[src/rtl/spi_chain_master.sv]
module spi_chain_master #(
  parameter int DW  = 64,
  parameter int TW  = 8,
  parameter int NCS = 4
) (
  input  logic          clk,
  input  logic          rst_n,
  input  logic          bus_wr,
  input  logic [2:0]    bus_addr,
  input  logic [DW-1:0] bus_wdata,
  output logic [DW-1:0] bus_rdata,
  output logic          spi_sclk,
  output logic          spi_mosi,
  input  logic          spi_miso,
  output logic [NCS-1:0] spi_cs_n
);
  localparam int LW   = $clog2(DW);
  localparam int SW   = (NCS > 1) ? $clog2(NCS) : 1;
  localparam int CW   = TW + 2;
  localparam int CFGW = 8 + SW;
  localparam logic [2:0] A_TIME = 3'd0, A_LEN = 3'd1, A_CFG = 3'd2,
                         A_TX = 3'd3, A_RX = 3'd4, A_STAT = 3'd5;

  typedef enum logic [1:0] {ST_IDLE, ST_SETUP, ST_LOW, ST_HIGH} state_t;

  state_t          st;
  logic [TW-1:0]   tim_q;
  logic [LW-1:0]   len_q;
  logic [CFGW-1:0] cfg_q;
  logic [DW-1:0]   tx_q, rx_q;
  logic [CW-1:0]   cnt;
  logic [LW-1:0]   bitn;
  logic            sclk_q, mosi_q, cs_q;
  logic [SW-1:0]   ss_q;

  wire idle   = (st == ST_IDLE);
  wire wr_tx  = bus_wr && (bus_addr == A_TX);
  wire start  = idle && bus_wr && ((bus_addr == A_TX && cfg_q[5]) || bus_addr == A_STAT);
  wire [CW-1:0] half_m1 = CW'(tim_q) + CW'(1);
  wire [DW-1:0] tx_src  = wr_tx ? bus_wdata : tx_q;
  wire [LW-1:0] bit_nx  = bitn + LW'(1);

  function automatic logic [LW-1:0] pos(input logic [LW-1:0] b);
    pos = cfg_q[0] ? b : (len_q - b);
  endfunction

  assign spi_sclk = sclk_q;
  assign spi_mosi = mosi_q;

  for (genvar i = 0; i < NCS; i++) begin : g_cs
    assign spi_cs_n[i] = !(cs_q && (ss_q == SW'(i)));
  end

  always_comb begin
    bus_rdata = '0;
    case (bus_addr)
      A_TIME:  bus_rdata[TW-1:0]   = tim_q;
      A_LEN:   bus_rdata[LW-1:0]   = len_q;
      A_CFG:   bus_rdata[CFGW-1:0] = cfg_q;
      A_TX:    bus_rdata           = tx_q;
      A_RX:    bus_rdata           = rx_q;
      A_STAT:  bus_rdata[1:0]      = {cs_q, idle};
      default: bus_rdata           = '0;
    endcase
  end

  always_ff @(posedge clk or negedge rst_n) begin
    if (!rst_n) begin
      st     <= ST_IDLE;
      tim_q  <= '0;
      len_q  <= '0;
      cfg_q  <= '0;
      tx_q   <= '0;
      rx_q   <= '0;
      cnt    <= '0;
      bitn   <= '0;
      sclk_q <= 1'b1;
      mosi_q <= 1'b0;
      cs_q   <= 1'b0;
      ss_q   <= '0;
    end else begin
      if (idle && bus_wr) begin
        case (bus_addr)
          A_TIME:  tim_q <= bus_wdata[TW-1:0];
          A_LEN:   len_q <= bus_wdata[LW-1:0];
          A_CFG:   cfg_q <= bus_wdata[CFGW-1:0];
          A_TX:    tx_q  <= bus_wdata;
          default: ;
        endcase
      end
      case (st)
        ST_IDLE: if (start) begin
          rx_q <= '0;
          bitn <= '0;
          cnt  <= half_m1;
          if (cs_q) begin
            st     <= ST_LOW;
            sclk_q <= 1'b0;
            mosi_q <= tx_src[pos('0)];
          end else begin
            st   <= ST_SETUP;
            cs_q <= 1'b1;
            ss_q <= cfg_q[8 +: SW];
          end
        end
        ST_SETUP: if (cnt == '0) begin
          st     <= ST_LOW;
          sclk_q <= 1'b0;
          mosi_q <= tx_q[pos(bitn)];
          cnt    <= half_m1;
        end else cnt <= cnt - CW'(1);
        ST_LOW: if (cnt == '0) begin
          st              <= ST_HIGH;
          sclk_q          <= 1'b1;
          rx_q[pos(bitn)] <= spi_miso;
          cnt             <= half_m1;
        end else cnt <= cnt - CW'(1);
        ST_HIGH: if (cnt == '0) begin
          if (bitn == len_q) begin
            st   <= ST_IDLE;
            cs_q <= cfg_q[3];
          end else begin
            bitn   <= bit_nx;
            st     <= ST_LOW;
            sclk_q <= 1'b0;
            mosi_q <= tx_q[pos(bit_nx)];
            cnt    <= half_m1;
          end
        end else cnt <= cnt - CW'(1);
        default: st <= ST_IDLE;
      endcase
    end
  end

  assert_one_cs_R9: assert property (@(posedge clk) disable iff (!rst_n)
    $onehot0(~spi_cs_n));
  assert_mosi_on_fall_R4: assert property (@(posedge clk) disable iff (!rst_n)
    !$fell(spi_sclk) |-> $stable(spi_mosi));
  assert_sclk_idle_high_R4: assert property (@(posedge clk) disable iff (!rst_n)
    idle |-> spi_sclk);
  assert_busy_has_cs_R7: assert property (@(posedge clk) disable iff (!rst_n)
    !idle |-> (spi_cs_n != '1));
  assert_ready_drop_R6: assert property (@(posedge clk) disable iff (!rst_n)
    start |=> !idle);
  assert_cfg_frozen_R10: assert property (@(posedge clk) disable iff (!rst_n)
    (!idle && $past(!idle)) |-> ($stable(cfg_q) && $stable(len_q) && $stable(tim_q) && $stable(tx_q)));
endmodule

[config.mk]
export PLATFORM = sky130hd
export DESIGN_NAME = spi_chain_master
export DESIGN_NICKNAME = d
export VERILOG_FILES = /design/src/rtl/spi_chain_master.sv
export SDC_FILE = /design/constraint.sdc
export NUM_CORES = 1
export LEC_CHECK = 0
export ABC_AREA = 1
export BUFFER_PORTS_ARGS = -buffer_cell sky130_fd_sc_hd__buf_2
export CAP_MARGIN = 20
export CORE_MARGIN = 2
export CORE_UTILIZATION = 40
export CTS_BUF_LIST = sky130_fd_sc_hd__clkbuf_8
export CTS_CLUSTER_DIAMETER = 150
export DETAILED_ROUTE_END_ITERATION = 7
export GPL_ROUTABILITY_DRIVEN = 0
export SYNTH_ARGS = -nofsm -noshare
export SYNTH_HDL_FRONTEND = slang
export SYNTH_SLANG_ARGS = --single-unit
[constraint.sdc]
create_clock -name clk -period 2.46 [get_ports clk]
set_input_delay 0.246 -clock clk [delete_from_list [all_inputs] [get_ports clk]]
set_output_delay 0.246 -clock clk [all_outputs]
set_load 0.01 [all_outputs]
======== Word-level counts from Yosys, hierarchy flattened ========
Index checks and enable logic that the tools add are counted.
word-level totals
  bits of input ports ..................... 71
  memories ................................ 0
  output and inout bits ................... 70
  bits in registers ....................... 175
  latch bits .............................. 0
  bits in read-only memories .............. 0
  RAM bits ................................ 0
operators by class
  shift operators ......................... 0
  multiplexer cells ....................... 54
  multiply operators ...................... 0
  divide/modulo/power cells ............... 0
  $add $sub $neg .......................... 5
  order comparisons ....................... 4
  reductions and logical operators ........ 34
  bitwise logic cells ..................... 1
  equal/unequal tests ..................... 20
operators with widths
  cell                                                                   count
  64-bit 2-to-1 mux                                                      3
  64-bit one-hot mux with 2 select lines                                 1
  54-bit one-hot mux with 2 select lines                                 1
  64-bit bitwise mux                                                     1
  10-bit 2-to-1 mux                                                      4
  6-bit 2-to-1 mux                                                       6
  10-bit one-hot mux with 3 select lines                                 1
  6-bit by 7-bit < comparator with 1-bit output (second input constant)  3
  4-bit one-hot mux with 5 select lines                                  1
  1-bit binary-select mux with 6-bit select                              3
  1-bit 2-to-1 mux                                                       18
  2-bit one-hot mux with 4 select lines                                  2
  2-bit 2-to-1 mux                                                       6
  2-bit != test (second input constant)                                  6
  2-bit one-hot mux with 6 select lines                                  1
  6-bit one-hot mux with 2 select lines                                  1
  4-bit AND reduction                                                    3
  6-bit AND reduction                                                    2
  6-bit subtractor                                                       2
  10-bit zero test                                                       1
  2-bit AND reduction                                                    5
  10-bit by 1-bit subtractor with 10-bit output (second input constant)  1
  8-bit by 1-bit adder with 9-bit output (second input constant)         1
  1-bit logical AND                                                      9
  24 further kinds                                                       36

======== Longest topological paths before layout ========
Gate-level depths: netlist of run 1.
  depth in word-level cells ............... 9
  mapped depth ............................ 20

======== Worst setup path after synthesis of run 1 ========
Ideal clock, no wire load.
  path type ............................... register -> register
  start ................................... register bitn[0]
  end ..................................... register mosi_q (netlist: spi_mosi)
  cell stages (with the launch flop) ...... 17
  data required time ...................... 2339 ps
  setup slack ............................. -243 ps
  arrival time ............................ 2582 ps
  path through ............................ dfrtp_1 ha_1 inv_1 fa_1 o21ai_2 clkbuf_1 nand3_1 nand2_1 nand2_1 nand3_1 nand3_1 nand2_1 nand2_1 nand3_1 nand2_1 nor2_1 a21oi_1
between the ends
  word-level cells in the longest chain between the ends .. 8
RTL lines
  what                                       RTL line  source
  start, declared                            32        logic [LW-1:0] bitn;
  start signal, assigned                     123       bitn <= bit_nx;
  6-bit by 1-bit adder with 6-bit output     41        wire [LW-1:0] bit_nx = bitn + LW'(1);
  6-bit subtractor                           44        pos = cfg_q[0] ? b : (len_q - b);
  6-bit 2-to-1 mux                           44
  1-bit binary-select mux with 6-bit select  126       mosi_q <= tx_q[pos(bit_nx)];
  1-bit 2-to-1 mux (not written as such)     126
  1-bit 2-to-1 mux                           119       if (bitn == len_q) begin
  1-bit 2-to-1 mux                           118       ST_HIGH: if (cnt == '0) begin
  1-bit one-hot mux with 3 select lines      91        case (st)
  end signal, assigned                       99        mosi_q <= tx_src[pos('0)];
  end signal, assigned                       109       mosi_q <= tx_q[pos(bitn)];
  end signal, assigned                       126
  end, declared                              33        logic sclk_q, mosi_q, cs_q;
Parallel ways exist; a longest one is shown, timed or not. The select of a mux whose other input is x is not followed.
A chain may end at the register's enable or synchronous reset.

======== Worst setup path after layout of run 1 ========
  start ................................... register len_q[0]
  end ..................................... register rx_q[2]
between the ends
  word-level cells in the longest chain between the ends .. 9
RTL lines
  what                                                                                                                                   RTL line  source
  start, declared                                                                                                                        28        logic [LW-1:0] len_q;
  start signal, assigned                                                                                                                 85        A_LEN: len_q <= bus_wdata[LW-1:0];
  6-bit subtractor (*)                                                                                                                   44
  6-bit 2-to-1 mux (*)                                                                                                                   44
  6-bit by 7-bit < comparator with 1-bit output (not written as such) or 6-bit by 1-bit >= comparator with 1-bit output (tied branches)  115       rx_q[pos(bitn)] <= spi_miso;
  1-bit logical AND (not written as such)                                                                                                115
  1-bit 2-to-1 mux (not written as such)                                                                                                 115
  1-bit demux with 6-bit select (*)                                                                                                      115
  64-bit bitwise mux (*)                                                                                                                 115
  64-bit 2-to-1 mux (*)                                                                                                                  112       ST_LOW: if (cnt == '0) begin
  64-bit one-hot mux with 2 select lines (*)                                                                                             91
  end signal, assigned by index                                                                                                          115
  end, declared                                                                                                                          30        logic [DW-1:0] tx_q, rx_q;
Every way passes the cells marked *; elsewhere a longest branch is shown, timed or not. The select of a mux whose other input is x is not followed.

==> results of run 1 <==
power breakdown:
part           switching (mW)  internal [mW]
clock network            1.23          0.725
logic                   0.543          0.314
registers              0.0241           2.90
through the flow:
step           utilization  setup slack [ns]  instances  area, um^2  hold slack, ns
5_1_grt             0.5275           -0.3706       2582       16560        0.008001
6_report            0.5275           -0.2980       2582       16560         0.01216
3_3_place_gp        0.4727           -0.1989       2487       14840          0.2566
3_5_place_dp        0.4727           -0.2254       2487       14840          0.2506
2_1_floorplan            -          0.005534       1897       12700        -0.04959
4_1_cts             0.5076           -0.2012       2563       15940       0.0002797
cell type report:
cell class / count / area [um^2] / area share
sequential: 175 / 4382 / 0.2646
tap: 402 / 503.0 / 0.03038
timing repair buffer: 360 / 2846 / 0.1719
multi-input combinational: 1406 / 7664 / 0.4628
inverter: 204 / 797.0 / 0.04813
clock inverter: 13 / 92.59 / 0.005592
timing repair inverter: 4 / 26.28 / 0.001587
clock buffer: 18 / 247.7 / 0.01496
cells in the final DEF (no fill, tap or decap), drive strengths merged:
cell         Yosys  layout
o211ai           9       9
nand4            8       8
a22o             2       2
fa               2       2
nor3            12      12
nand3          224     224
or2              2       2
nor2            36      36
dfrtp          174     174
nand2          705     706
a21oi           19      19
a221oi           6       6
buf             64     347
o21ai          274     274
nor3b            1       1
o22ai           10      10
nand2b           1       1
xor2            13      13
o2111ai          2       2
o2bb2ai          1       1
dfstp            1       1
inv            201     208
clkbuf          49      20
o31ai           63      63
nand3b           1       1
dlygate4sd3      0      11
xnor2            1       1
ha              13      13
clkinv           3       8
clkinvlp         0       5
flip-flops by register name (all words and copies together), names as in the netlist:
register / cells
ss_q: 2
st: 2
cs_q: 1
spi_sclk: 1
tim_q: 8
spi_mosi: 1
bitn: 6
len_q: 6
cnt: 10
rx_q: 64
tx_q: 64
cfg_q: 10
worst max-delay path, cell delays in order, from the launching register on:
cell,delay (ns)
dfrtp_1,0.41
inv_2,0.09
ha_4,0.14
inv_4,0.03
fa_2,0.52
inv_2,0.04
o21ai_4,0.25
inv_4,0.12
buf_6,0.15
nor3_4,0.25
buf_6,0.15
inv_4,0.06
buf_4,0.14
o31ai_1,0.31
how the worst max path moves through the flow:
| stage | depth (start not counted) | start | end | slack (ns) |
|---|---|---|---|---|
| after floorplan | 14 | bitn[0]$_DFFE_PN0P_ | rx_q[63]$_DFFE_PN0P_ | 0.006 |
| after global placement | 18 | bitn[0]$_DFFE_PN0P_ | spi_mosi$_DFFE_PN0P_ | -0.20 |
| after detailed placement | 19 | len_q[0]$_DFFE_PN0P_ | spi_mosi$_DFFE_PN0P_ | -0.23 |
| after CTS | 18 | bitn[0]$_DFFE_PN0P_ | spi_mosi$_DFFE_PN0P_ | -0.20 |
| after global routing | 13 | len_q[0]$_DFFE_PN0P_ | rx_q[2]$_DFFE_PN0P_ | -0.37 |
| final | 13 | len_q[0]$_DFFE_PN0P_ | rx_q[2]$_DFFE_PN0P_ | -0.30 |
repair_timing:
action | 4_1_cts | 5_1_grt
hold buffers | 11 | 0
pin swaps | 25 | 49
setup buffers | 26 | 14
gates cloned | 8 | 5
endpoints found under the hold margin | 56 | 0
resized for setup | 112 | 134
endpoints found under the setup margin | 65 | 66
per-layer routing:
layer | GRT usage | up-vias | wire length (um)
met5 | 0 | - | 0
met4 | 0.1648 | 0 | 2768
met3 | 0.05094 | 93 | 4188
met2 | 0.4697 | 676 | 22900
met1 | 0.4068 | 6810 | 21030
li1 | - | 6729 | -
synth_stat cells (all sizes together):
master	number	area share
clkinv	3	0.00099
nand4	8	0.0040
o31ai	63	0.061
nand3	224	0.091
clkbuf	49	0.015
nand2	705	0.21
a22o	2	0.0014
nand2b	1	0.00049
o211ai	9	0.0053
or2	2	0.00099
buf	64	0.030
nand3b	1	0.00059
o2bb2ai	1	0.00069
ha	13	0.013
o2111ai	2	0.0014
xnor2	1	0.00069
nor3	12	0.0059
fa	2	0.0032
a221oi	6	0.0041
o21ai	274	0.11
a21oi	19	0.0078
dfstp	1	0.0021
nor3b	1	0.00059
inv	201	0.060
nor2	36	0.012
dfrtp	174	0.34
xor2	13	0.0090
o22ai	10	0.0049
kinds of logic after synthesis:
family / share of synthesized area
and+or+nand+nor: 0.3275
AOI/OAI and AO/OA: 0.1958
DFF: 0.3458
xor gates and xnor gates: 0.009680
adders and majority gates: 0.01600
buffers and inverters: 0.1052
==> metrics.md, run 1 <==
| Metric | Value |
|---|---|
| WS Path Type | `reg2reg` |
| Synthesized area | `12670 um^2` |
| Initial Util | `0.4035` |
| Root buffer cell | `clkbuf_8` |
| Nets@finish | `2254` |
| Number of diodes | `0` |
| Status | `finished, violations left` |
| RSZ-0062 raised after global routing | `true` |
| Synth-to-layout area growth | `30.72%` |
| Routed wire length | `50890 um` |
| Num CTS Buffers | `17` |
| Final worst path period need | `2.758 ns` |
| Highest net fanout along the worst path | `6` |
| GRT Overall Usage | `0.3038` |
| WHS Endpoint | `tx_q[27]$_DFFE_PN0P_` |
| HP Start | `bus_wdata[27]` |
| Worst R2R Path Depth | `13` |
| Final worst slack | `-0.2980 ns` |
| Clk sink count | `175` |
| Core ar. | `31390 um^2` |
| Final hold violations | `0` |
| Mapped Cells | `1897` |
| TNS Setup | `-8.914 ns` |
| Max-Slew Margin vs Limit | `0.4808` |
| Layout cells sized above 1 | `0.2858` |
| Via-per-instance ratio | `5.541` |
| Max Cap Viol | `0` |
| IO buf count | `140` |
| Syn_area_per_cell | `6.677 um^2` |
| Initial antenna violation count | `0` |
| Largest net degree at the start of global routing | `89` |
| Static Leak | `7.825 nW` |
| Via count | `14308` |
| Synth warnings | `0` |
| Die area | `33110 um^2` |
| Seq/Total Area, Yosys | `0.3458` |
| Antenna viol nets, final | `0` |
| Syn_nets | `1983` |
| Worst EP required | `2.86 ns` |
| Number of synthesized register bits | `175` |
| Peak Freq | `362.6 MHz` |
| Worst EP arrival | `3.16 ns` |
| Final Total Pwr | `5.738 mW` |
| Cell Rows | `65` |
| First-pass GRT wire length | `77520 um` |
| DR iter-0 viols | `1644` |
| Failing checks | `setup timing` |
| Clock Latency Late Sink | `0.51 ns` |
| Worst hold stages | `3` |
| Post-route DRC | `0` |
| Peak supply drop | `325.0 uV` |
| Min-delay worst type | `in2reg` |
| Critical Path Sink Type | `flip-flop` |
| Pwr dens | `346.5 nW/um^2` |
| Reg2reg setup slack | `-0.30 ns` |
| Netlist cell types | `45` |
| Pre-Repair DR Iteration Count | `6` |
| Die height | `182.0 um` |
| Vias in the first global route | `13496` |
| Die W | `182.0 um` |
| Skew final | `0.02977 ns` |
| Wire per inst | `19.71 um` |
| Grt ovf | `0` |
| H-Tree Depth | `4` |
| Clock Path Buffers | `2` |
| Pins over their slew limit | `0` |
| Post-DP HPWL | `35640 um` |
| Clock transition at path regs | `0.12 ns` |
| R2R Path Start | `len_q[0]$_DFFE_PN0P_` |
| Least-Margin Pin Slew | `0.7729 ns` |
| Fillers | `3088` |
| CTS tree | `built` |
| Crit share post-route | `1.121` |
| Final setup viols | `65` |
| R2r endpoint | `rx_q[2]$_DFFE_PN0P_` |
| Startpoint Class | `flip-flop` |
| I/O pin total | `141` |
Note: power is estimated with default switching activity, not from simulation.
==> run 2, diff against run 1 <==
- SETUP_SLACK_MARGIN: unset -> 0.4
==> run 2 against run 1 <==
Compared with the run above:
- global-route usage down 0.48 points
- sequential share of layout area up 0.23 points
- count of clock-buffer cells in the layout unchanged
- worst setup slack better by 0.030 ns
- the run still ends with setup timing left
- register-to-register slack better by 0.03 ns
- critical endpoint is now spi_mosi$_DFFE_PN0P_
- via count up 0.22%
- non-clock buffer count up 2
- fmax up 1.1%
- clock skew down 0.0024 ns
==> metrics.md, run 2 (same netlist as run 1, synthesis figures left out) <==
| Metric | Value |
|---|---|
| Grt ovf | `0 (unchanged)` |
| Worst hold stages | `3 (unchanged)` |
| Layout cells sized above 1 | `0.2597 (-0.02605)` |
| Critical Path Max Stage Delay | `0.55 ns (+0.03 ns)` |
| H-Tree Depth | `4 (unchanged)` |
| Worst EP required | `2.87 ns (about the same)` |
| DR iter-0 viols | `1527 (-7.1%)` |
| Final hold violations | `0 (unchanged)` |
| DP Cell Count | `2487 (unchanged)` |
| Largest net degree at the start of global routing | `70 (-21%)` |
| Wire per inst | `19.29 um (-2.1%)` |
| Status | `finished, violations left` |
| Nets@finish | `2256 (+0.089%)` |
| Post-Route Utilization | `0.5232 (-0.004265)` |
| Clock transition at path regs | `0.11 ns (about the same)` |
| Worst R2R Path Depth | `18 (+5)` |
| WP buf/inv | `3 (-5)` |
| Pins over their slew limit | `0 (unchanged)` |
| Pre-Repair DR Iteration Count | `6 (unchanged)` |
| Peak Freq | `366.5 MHz (+1.1%)` |
| Final setup viols | `55 (-15%)` |
| Num CTS Buffers | `17 (unchanged)` |
| Critical-path top delay cell | `fa_1` |
| Least-Margin Pin Slew | `1.008 ns (+0.2352 ns)` |
| Critical Path Sink Type | `flip-flop` |
| Final worst path period need | `2.728 ns (-0.02964 ns)` |
| Reg2reg setup slack | `-0.27 ns (+0.03 ns)` |
| Max-Slew Margin vs Limit | `0.3279 (-0.1529)` |
| Peak supply drop | `333.9 uV (+2.8%)` |
| Vias in the first global route | `13270 (-1.7%)` |
| Highest net fanout along the worst path | `8 (+2)` |
| Most common cell after layout, fill and taps aside | `nand2_1` |
| Crit share post-route | `1.109 (-0.01205)` |
| R2r endpoint | `spi_mosi$_DFFE_PN0P_` |
| HP Start | `bus_wdata[40]` |
| Pwr dens | `363.3 nW/um^2 (+4.8%)` |
| Via-per-instance ratio | `5.545 (about the same)` |
| Worst EP arrival | `3.14 ns (-0.02 ns)` |
| Final worst slack | `-0.2684 ns (+0.02964 ns)` |
| Clock Path Buffers | `2 (unchanged)` |
| WS Path Type | `reg2reg` |
| Initial antenna violation count | `1 (+1)` |
| Skew final | `0.02734 ns (-0.002422 ns)` |
| Biggest regs | `rx_q x64, tx_q x64` |
| CP cell instances | `ha_4, inv_2, fa_1, nand2_2, nand2_4, buf_12, buf_16, nand3_1, nand2_1, nand2_1, nand3_1, nand3_1, nand2_1, nand2_1, nand3_1, nand2_1, nor2_1, a21oi_1` |
| Worst path most repeated cell | `nand2_1` |
| Startpoint Class | `flip-flop` |
| Static Leak | `7.731 nW (-1.2%)` |
| R2R Path Start | `bitn[0]$_DFFE_PN0P_` |
| Initial Util | `0.4035 (unchanged)` |
| IO buf count | `140 (unchanged)` |
| Min-delay worst type | `in2reg` |
| Crit-path leading delay family | `simple AND/OR/NAND/NOR gates` |
| Via count | `14340 (+0.22%)` |
| GRT Overall Usage | `0.2990 (-0.004758)` |
| CTS tree | `built` |
| Core ar. | `31390 um^2 (unchanged)` |
| Failing checks | `setup timing` |
| TNS Setup | `-6.575 ns (+2.339 ns)` |
| Post-route DRC | `0 (unchanged)` |
| Fin cells | `2586 (+0.15%)` |
| Die W | `182.0 um (unchanged)` |
| Dpl ws | `-0.2071 ns (+0.01834 ns)` |
| Routed wire length | `49870 um (-2.0%)` |
| Synth-to-layout area growth | `29.66%` |
| Root buffer cell | `clkbuf_8` |
| Clk sink count | `175 (unchanged)` |
| Antenna viol nets, final | `0 (unchanged)` |
| Die area | `33110 um^2 (unchanged)` |
| RSZ-0062 raised after global routing | `true` |
| Post-DP HPWL | `35280 um (-1.0%)` |
| Max Cap Viol | `0 (unchanged)` |
| Clock Latency Late Sink | `0.53 ns (+0.02 ns)` |
| Cell Rows | `65 (unchanged)` |
| Commonest cells after routing, fill and taps aside | `nand2_1, nand3_1, o21ai_0` |
| First-pass GRT wire length | `76070 um (-1.9%)` |
| Die height | `182.0 um (unchanged)` |
| I/O pin total | `141 (unchanged)` |
| WHS Endpoint | `tx_q[40]$_DFFE_PN0P_` |
==> run 2: cell types whose count changed in the layout (fill, tap and decap cells not counted), sizes merged, moves of 2 or more <==
| cell | previous run | this run |
|---|---|---|
| dlygate4sd3 | 11 | 31 |
| buf | 347 | 331 |
| bufinv | 0 | 2 |
| clkbuf | 20 | 18 |
| inv | 208 | 205 |
==> run 2: per-layer routing <==
| metal | wire [um] | GRT usage | up-vias |
|---|---|---|---|
| li1 | - | - | 6740 |
| met1 | 20710 | 0.3945 | 6777 |
| met2 | 22250 | 0.4645 | 709 |
| met3 | 4226 | 0.05315 | 114 |
| met4 | 2687 | 0.1687 | 0 |
| met5 | 0 | 0 | - |
==> run 2: how the worst max path moves through the flow <==
stage,slack (ns),cells after the start,from,to
2_1_floorplan,0.01,16,bitn[0]$_DFFE_PN0P_,spi_mosi$_DFFE_PN0P_
3_3_place_gp,-0.18,16,len_q[0]$_DFFE_PN0P_,rx_q[24]$_DFFE_PN0P_
3_5_place_dp,-0.21,16,len_q[0]$_DFFE_PN0P_,rx_q[16]$_DFFE_PN0P_
4_1_cts,-0.16,17,bitn[0]$_DFFE_PN0P_,spi_mosi$_DFFE_PN0P_
5_1_grt,-0.41,18,bitn[0]$_DFFE_PN0P_,spi_mosi$_DFFE_PN0P_
6_report,-0.27,18,bitn[0]$_DFFE_PN0P_,spi_mosi$_DFFE_PN0P_
==> run 2: through the flow <==
step                power (mW)  hold WS [ns]  cell area, um^2
floorplan                3.321      -0.04959            12790
global placement         3.675        0.1204            14860
detailed placement       3.679        0.1203            14860
CTS                      5.946     0.0008524            15830
global route             6.184       0.02405            16420
finish                   5.967       0.01519            16420
==> run 2: worst register-to-register path, stage by stage, from the launching register on <==
cell     delay [ns]
dfrtp_2        0.46
ha_4           0.28
inv_2          0.04
fa_1           0.55
nand2_2        0.08
nand2_4        0.12
buf_12         0.12
buf_16         0.14
nand3_1        0.08
nand2_1        0.06
nand2_1        0.05
nand3_1        0.09
nand3_1        0.08
nand2_1        0.10
nand2_1        0.06
nand3_1        0.07
nand2_1        0.06
nor2_1         0.11
a21oi_1        0.07
==> run 2: final cells by class <==
| cell class | instances | area, um^2 |
|---|---|---|
| tap | 402 | 503.0 |
| inverter | 204 | 807.0 |
| clock buffer | 18 | 247.7 |
| antenna | 1 | 2.502 |
| timing repair inverter | 3 | 17.52 |
| sequential | 175 | 4384 |
| fill | 3133 | 14970 |
| timing repair buffer | 362 | 2836 |
| multi-input combinational | 1407 | 7458 |
| clock inverter | 14 | 167.7 |
==> run 2: where the power goes <==
| part | internal, mW | switching, mW |
|---|---|---|
| logic | 0.305 | 0.518 |
| clock network | 0.883 | 1.34 |
| registers | 2.90 | 0.0246 |
| total | 4.09 | 1.88 |
==> run 2: repair_timing <==
action,CTS,global route
resized for setup,45,123
hold buffers,31,0
hold endpoints to repair,204,0
gates cloned,4,4
pin swaps,6,32
setup buffers,6,21
setup endpoints to repair,103,107
